[config.mk]
export PLATFORM = sky130hd
export DESIGN_NAME = dmaen_chan
export DESIGN_NICKNAME = d
export VERILOG_FILES = /design/src/rtl/dmaen_pkg.sv /design/src/rtl/dmaen_ctrl.sv /design/src/rtl/dmaen_regs.sv /design/src/rtl/dmaen_launch.sv /design/src/rtl/dmaen_chan.sv
export SDC_FILE = /design/constraint.sdc
export NUM_CORES = 1
export LEC_CHECK = 0
export CORE_AREA = 2 2 39 41
export CTS_BUF_LIST = sky130_fd_sc_hd__clkbuf_8 sky130_fd_sc_hd__clkbuf_16
export CTS_CLUSTER_DIAMETER = 30
export DETAILED_ROUTE_END_ITERATION = 8
export DIE_AREA = 0 0 41 43
export PLACE_DENSITY = 0.63
export SLEW_MARGIN = 20
export SYNTH_ARGS = -nofsm -noshare
export SYNTH_HDL_FRONTEND = slang
export SYNTH_SLANG_ARGS = --single-unit
[constraint.sdc]
create_clock -name clk -period 2.3 [get_ports clk]
set_input_delay 0.23 -clock clk [delete_from_list [all_inputs] [get_ports clk]]
set_output_delay 0.23 -clock clk [all_outputs]
set_load 0.02 [all_outputs]
[src/rtl/dmaen_pkg.sv]
package dmaen_pkg;
  localparam int CTRL_W  = 4;
  localparam int BIT_EN  = 0;
  localparam int BIT_ME  = 1;
  localparam int BIT_EIE = 2;
  localparam int BIT_BIE = 3;

  typedef struct packed {
    logic              wrStb;
    logic              enSet;
    logic              enClr;
    logic [CTRL_W-1:0] wrVal;
  } busCmd_t;
endpackage

[src/rtl/dmaen_ctrl.sv]
module dmaen_ctrl
  import dmaen_pkg::*;
(
  input  logic              clk,
  input  logic              rstN,
  input  logic              rdEn,
  input  logic              wrEn,
  input  logic [CTRL_W-1:0] wrData,
  input  logic [CTRL_W-1:0] ctrlBits,
  output busCmd_t           cmd
);
  logic armed;

  // Arming flag: a read that returns the enable as 0 arms, any write disarms.
  always_ff @(posedge clk or negedge rstN) begin
    if (!rstN)                        armed <= 1'b0;
    else if (wrEn)                    armed <= 1'b0;
    else if (rdEn && !ctrlBits[BIT_EN]) armed <= 1'b1;
  end

  always_comb begin
    cmd.wrStb = wrEn;
    cmd.wrVal = wrData;
    cmd.enSet = wrEn &&  wrData[BIT_EN] && armed;
    cmd.enClr = wrEn && !wrData[BIT_EN];
  end

  // an unarmed write of 1 never sets the enable
  assert_unarmed_write_R4: assert property (@(posedge clk) disable iff (!rstN)
    (wrEn && wrData[BIT_EN] && !armed && !ctrlBits[BIT_EN]) |=> !ctrlBits[BIT_EN]);
endmodule

[src/rtl/dmaen_regs.sv]
module dmaen_regs
  import dmaen_pkg::*;
#(
  parameter bit REQ_INTERNAL = 1'b1
)(
  input  logic              clk,
  input  logic              rstN,
  input  busCmd_t           cmd,
  input  logic              cntDone,
  input  logic              actReq,
  output logic [CTRL_W-1:0] ctrlBits,
  output logic              endIrq,
  output logic              brkIrq,
  output logic              cpuIrq
);
  logic [CTRL_W-1:0] bitsNext;
  logic              endPend, brkPend;

  // Channel enable: count completion and forced suspend win over a set.
  always_comb begin
    bitsNext = ctrlBits;
    if (cntDone || cmd.enClr) bitsNext[BIT_EN] = 1'b0;
    else if (cmd.enSet)       bitsNext[BIT_EN] = 1'b1;
  end

  // Plain control bits follow any write.
  for (genvar i = 0; i < CTRL_W; i++) begin : g_bit
    if (i == BIT_EN) begin : g_en
      always_ff @(posedge clk or negedge rstN)
        if (!rstN) ctrlBits[i] <= 1'b0;
        else       ctrlBits[i] <= bitsNext[i];
    end else begin : g_plain
      always_ff @(posedge clk or negedge rstN)
        if (!rstN)          ctrlBits[i] <= 1'b0;
        else if (cmd.wrStb) ctrlBits[i] <= cmd.wrVal[i];
    end
  end

  logic meNext, eieNext, bieNext;
  assign meNext  = cmd.wrStb ? cmd.wrVal[BIT_ME]  : ctrlBits[BIT_ME];
  assign eieNext = cmd.wrStb ? cmd.wrVal[BIT_EIE] : ctrlBits[BIT_EIE];
  assign bieNext = cmd.wrStb ? cmd.wrVal[BIT_BIE] : ctrlBits[BIT_BIE];

  always_ff @(posedge clk or negedge rstN) begin
    if (!rstN) begin
      endPend <= 1'b0;
      brkPend <= 1'b0;
    end else begin
      endPend <= eieNext && !bitsNext[BIT_EN] &&
                 (endPend || ctrlBits[BIT_EN]);
      brkPend <= bieNext && !meNext &&
                 (brkPend || ctrlBits[BIT_ME]);
    end
  end

  assign endIrq = endPend;
  assign brkIrq = brkPend;
  assign cpuIrq = REQ_INTERNAL && actReq && !ctrlBits[BIT_EN];

  assert_cnt_clears_R3: assert property (@(posedge clk) disable iff (!rstN)
    cntDone |=> !ctrlBits[BIT_EN]);
  assert_set_source_R4: assert property (@(posedge clk) disable iff (!rstN)
    $rose(ctrlBits[BIT_EN]) |-> $past(cmd.enSet));
  assert_end_raise_R5: assert property (@(posedge clk) disable iff (!rstN)
    ($fell(ctrlBits[BIT_EN]) && ctrlBits[BIT_EIE]) |-> endIrq);
  assert_brk_raise_R6: assert property (@(posedge clk) disable iff (!rstN)
    ($fell(ctrlBits[BIT_ME]) && ctrlBits[BIT_BIE]) |-> brkIrq);
  assert_brk_cancel_R7: assert property (@(posedge clk) disable iff (!rstN)
    brkIrq |-> (ctrlBits[BIT_BIE] && !ctrlBits[BIT_ME]));
  assert_end_cancel_R8: assert property (@(posedge clk) disable iff (!rstN)
    endIrq |-> (ctrlBits[BIT_EIE] && !ctrlBits[BIT_EN]));
endmodule

[src/rtl/dmaen_launch.sv]
module dmaen_launch (
  input  logic clk,
  input  logic rstN,
  input  logic gate,
  input  logic actReq,
  input  logic xferDone,
  input  logic cntDone,
  output logic startStb
);
  logic busy, pendReq, reqSeen, launch;

  assign reqSeen = gate && actReq;
  assign launch  = !busy && (reqSeen || (pendReq && gate));

  always_ff @(posedge clk or negedge rstN) begin
    if (!rstN) begin
      busy     <= 1'b0;
      pendReq  <= 1'b0;
      startStb <= 1'b0;
    end else begin
      startStb <= launch;
      if (launch) begin
        busy    <= 1'b1;
        pendReq <= 1'b0;
      end else begin
        if (xferDone || cntDone) busy <= 1'b0;
        if (!gate)               pendReq <= 1'b0;
        else if (reqSeen)        pendReq <= 1'b1;
      end
    end
  end

  assert_start_gated_R1: assert property (@(posedge clk) disable iff (!rstN)
    startStb |-> $past(gate));
  assert_single_cycle_R1: assert property (@(posedge clk) disable iff (!rstN)
    startStb |=> !startStb);
  assert_no_start_busy_R10: assert property (@(posedge clk) disable iff (!rstN)
    (busy && !xferDone && !cntDone) |=> !startStb);
endmodule

[src/rtl/dmaen_chan.sv]
module dmaen_chan
  import dmaen_pkg::*;
#(
  parameter bit REQ_INTERNAL = 1'b1
)(
  input  logic              clk,
  input  logic              rstN,
  input  logic              rdEn,
  input  logic              wrEn,
  input  logic [CTRL_W-1:0] wrData,
  output logic [CTRL_W-1:0] rdData,
  input  logic              actReq,
  input  logic              xferDone,
  input  logic              cntDone,
  output logic              startStb,
  output logic              endIrq,
  output logic              brkIrq,
  output logic              cpuIrq
);
  busCmd_t           cmd;
  logic [CTRL_W-1:0] ctrlBits;

  dmaen_ctrl u_ctrl (
    .clk(clk), .rstN(rstN), .rdEn(rdEn), .wrEn(wrEn),
    .wrData(wrData), .ctrlBits(ctrlBits), .cmd(cmd)
  );

  dmaen_regs #(.REQ_INTERNAL(REQ_INTERNAL)) u_regs (
    .clk(clk), .rstN(rstN), .cmd(cmd), .cntDone(cntDone), .actReq(actReq),
    .ctrlBits(ctrlBits), .endIrq(endIrq), .brkIrq(brkIrq), .cpuIrq(cpuIrq)
  );

  dmaen_launch u_launch (
    .clk(clk), .rstN(rstN),
    .gate(ctrlBits[BIT_EN] && ctrlBits[BIT_ME]),
    .actReq(actReq), .xferDone(xferDone), .cntDone(cntDone),
    .startStb(startStb)
  );

  assign rdData = ctrlBits;
endmodule

==> flow_summary.json <==
{
  "synth_xor_area_share_pct": 0,
  "ir_drop_uv": 361,
  "drv_slew": 0,
  "cts.clk_slew.worst_paths_ns": 0.05,
  "yosysTopAreaCell": "dfrtp_1",
  "cts-resized-gates": 0,
  "synth-edff-count": 0,
  "wl_per_cell_um": 12.5,
  "drive_gt1_share_pct": 17.3,
  "synth_top_family_by_area": "simple AND/OR/NAND/NOR gates",
  "drt_drc_violations_left": 0,
  "clk-insertion-delay-late_ns": 0.24,
  "cts_tree": "built",
  "max_stage_delay_ns": 0.60,
  "drv_cap": 0,
  "dpl_worst_slack_ns": 0.634,
  "cts_root_buffer": "clkbuf_8",
  "first_pass_iters": 3,
  "cts_hold_buf": 0,
  "vias": 303,
  "power_density_nw_per_um2": 777,
  "avgSynthCellArea_um2": 12.4,
  "synth_ff_type": "dfrtp_1",
  "yosysSeqAreaShare_pct": 61.3,
  "tns_ns": 0,
  "path_class": "primary input to output pin",
  "area_growth_pct": 57.1,
  "worstMarginPinSlew_ns": 0.442,
  "holdWs_ns": 0.301,
  "mappedNetlistArea_um2": 408,
  "critPathLaunchType": "primary input",
  "synthAdderAreaFrac_pct": 0,
  "grt_setup_unrepaired": "no",
  "slowest_stage": "clkdlybuf4s50_1",
  "cts_inserted_buffers": 3,
  "synth_nets": 44,
  "track_usage_pct": 12.6,
  "placed_area_um2": 586,
  "nets": 64,
  "routed_wl_um": 852,
  "critical_path.top_delay_family": "buffers and inverters",
  "outcome": "complete, no violations",
  "dieArea_um2": 1760,
  "clock.fmax_mhz": 604,
  "cts_max_level": 1,
  "synth_cell_type_count": 14,
  "grt_pass1_wl_mm": 1.34,
  "rows": 14,
  "arrival_ns": 1.43,
  "coreArea_um2": 1380,
  "first_global_vias": 310,
  "cts_sinks": 10,
  "setup_viol_count_final": 0,
  "antenna_found_initial": 0,
  "synth_top_area_share_pct": 61.3,
  "gr-total-overflow": 0,
  "die_w_um": 41,
  "antenna_cells": 0,
  "hold_viol": 0,
  "slew_headroom_pct": 70.4,
  "synth-compound-area-share_pct": 8.28,
  "fillers": 148,
  "ant_nets": 0,
  "initial_core_util_pct": 29.5,
  "io_pins": 19,
  "leakage_nw": 0.276,
  "async_reset_ff_share_pct": 100,
  "yosys_warnings": 0,
  "numPortBuffers": 18,
  "place.gp.congestion": 0.696,
  "grt_max_degree": 11,
  "min_period_ns": 1.66,
  "ys_ff_latch": 10,
  "cts_setup_buffers": 0,
  "final_util_pct": 46.3,
  "synth-simple-area-share_pct": 14.7,
  "critPathCaptureType": "output pin",
  "crit_buf_inv": 2,
  "vias_per_cell": 4.46,
  "clockBufferDepth": 2,
  "cpMostUsedCell": "clkdlybuf4s50_1",
  "finClkSkew_ns": 0.00139,
  "min_path_type": "primary input to asynchronous set/reset pin",
  "synth_cells": 33,
  "crit_fanout": 2,
  "period_share_pct": 72.0,
  "final_cell_area_um2": 641,
  "synth_mux_area_share_pct": 8.28,
  "drt-initial-drc-count": 2,
  "crit_chain": "clkdlybuf4s50_1, nor2b_1, clkdlybuf4s50_1",
  "hpwl_um": 646,
  "critPathRequiredTime_ns": 2.07,
  "die_y_um": 43,
  "ys_top_cells_by_area": "dfrtp_1, mux2_2, buf_4",
  "post-route-worst-setup-slack_ns": 0.643
}
[per-stage QoR]
| stage | cells | total power [mW] |
|---|---|---|
| CTS | 68 | 0.502 |
| floorplan | 33 | 0.236 |
| finish | 68 | 0.498 |
| global placement | 64 | 0.274 |
| detailed placement | 64 | 0.276 |
| global route | 68 | 0.521 |
[registers in the layout, indices dropped and copies added (netlist names)]
| signal | count |
|---|---|
| u_regs.ctrlBits | 4 |
| u_ctrl.armed | 1 |
| u_launch.startStb | 1 |
| u_launch.pendReq | 1 |
| u_regs.endIrq | 1 |
| u_launch.busy | 1 |
| u_regs.brkIrq | 1 |
[synthesized netlist by cell type, drive strengths merged (2+ instances only)]
master / n
dfrtp: 10
buf: 3
mux2: 3
nor2: 3
a21oi: 2
inv: 2
nand2b: 2
nor2b: 2
[power breakdown]
group,internal [mW],switching (mW)
registers,0.187,0.00677
logic,0.0444,0.0336
clock network,0.151,0.0748
[placed cells by master (no fill, tap or decap)]
master           instances
clkdlybuf4s50_1         18
dfrtp_1                 10
clkbuf_8                 4
nor2_1                   3
mux2_2                   3
nor2b_1                  2
a21oi_1                  2
nand2b_1                 2
inv_1                    2
o211ai_1                 1
nor3_1                   1
or2_2                    1
o311a_1                  1
nor3b_2                  1
o22ai_1                  1
[worst register-to-register path: cells and delay by family (launching register included)]
family | cells | cell delay [ns]
multiplexers | 1 | 0.29
flip-flops | 1 | 0.40
AND/OR/NAND/NOR | 1 | 0.18
[per-layer routing]
| layer | up-vias | global-route usage (%) | part of all wire (%) |
|---|---|---|---|
| met4 | 0 | 12.0 | 3.6 |
| met5 | - | 0 | 0 |
| met3 | 3 | 6.81 | 8.8 |
| met2 | 16 | 16.9 | 48 |
| met1 | 138 | 13.0 | 40 |
| li1 | 146 | - | - |
[worst paths after layout]
path,from,end,slack [ns],depth (start not counted)
max,actReq,cpuIrq,0.64,3
min,rstN,u_launch.pendReq,0.30,1
max reg2reg,u_regs.ctrlBits[1],u_regs.brkIrq,1.34,2
min reg2reg,u_launch.busy,u_launch.startStb,0.48,1
max in group asynchronous,rstN,u_regs.ctrlBits[2],1.69,1
min in group clk,u_launch.busy,u_launch.startStb,0.48,1
[cell families (layout without fill, tap and decap cells)]
kind of cell,Yosys count,in the layout
buffers and inverters,5,24
AO/OA/AOI/OAI,5,5
multiplexers,3,3
AND/OR/NAND/NOR,10,10
flip-flops,10,10
[area by class of cell]
class                           instances  area (µm²)  share of cell area, %
Tap cell                               16        20.0                   3.13
Clock buffer                            4        55.1                   8.59
Sequential cell                        10         250                   39.1
Timing Repair Buffer                   18         180                   28.1
Multi-Input combinational cell         18         128                   19.9
Inverter                                2        7.51                   1.17
Power figures use the tool's default switching activity.
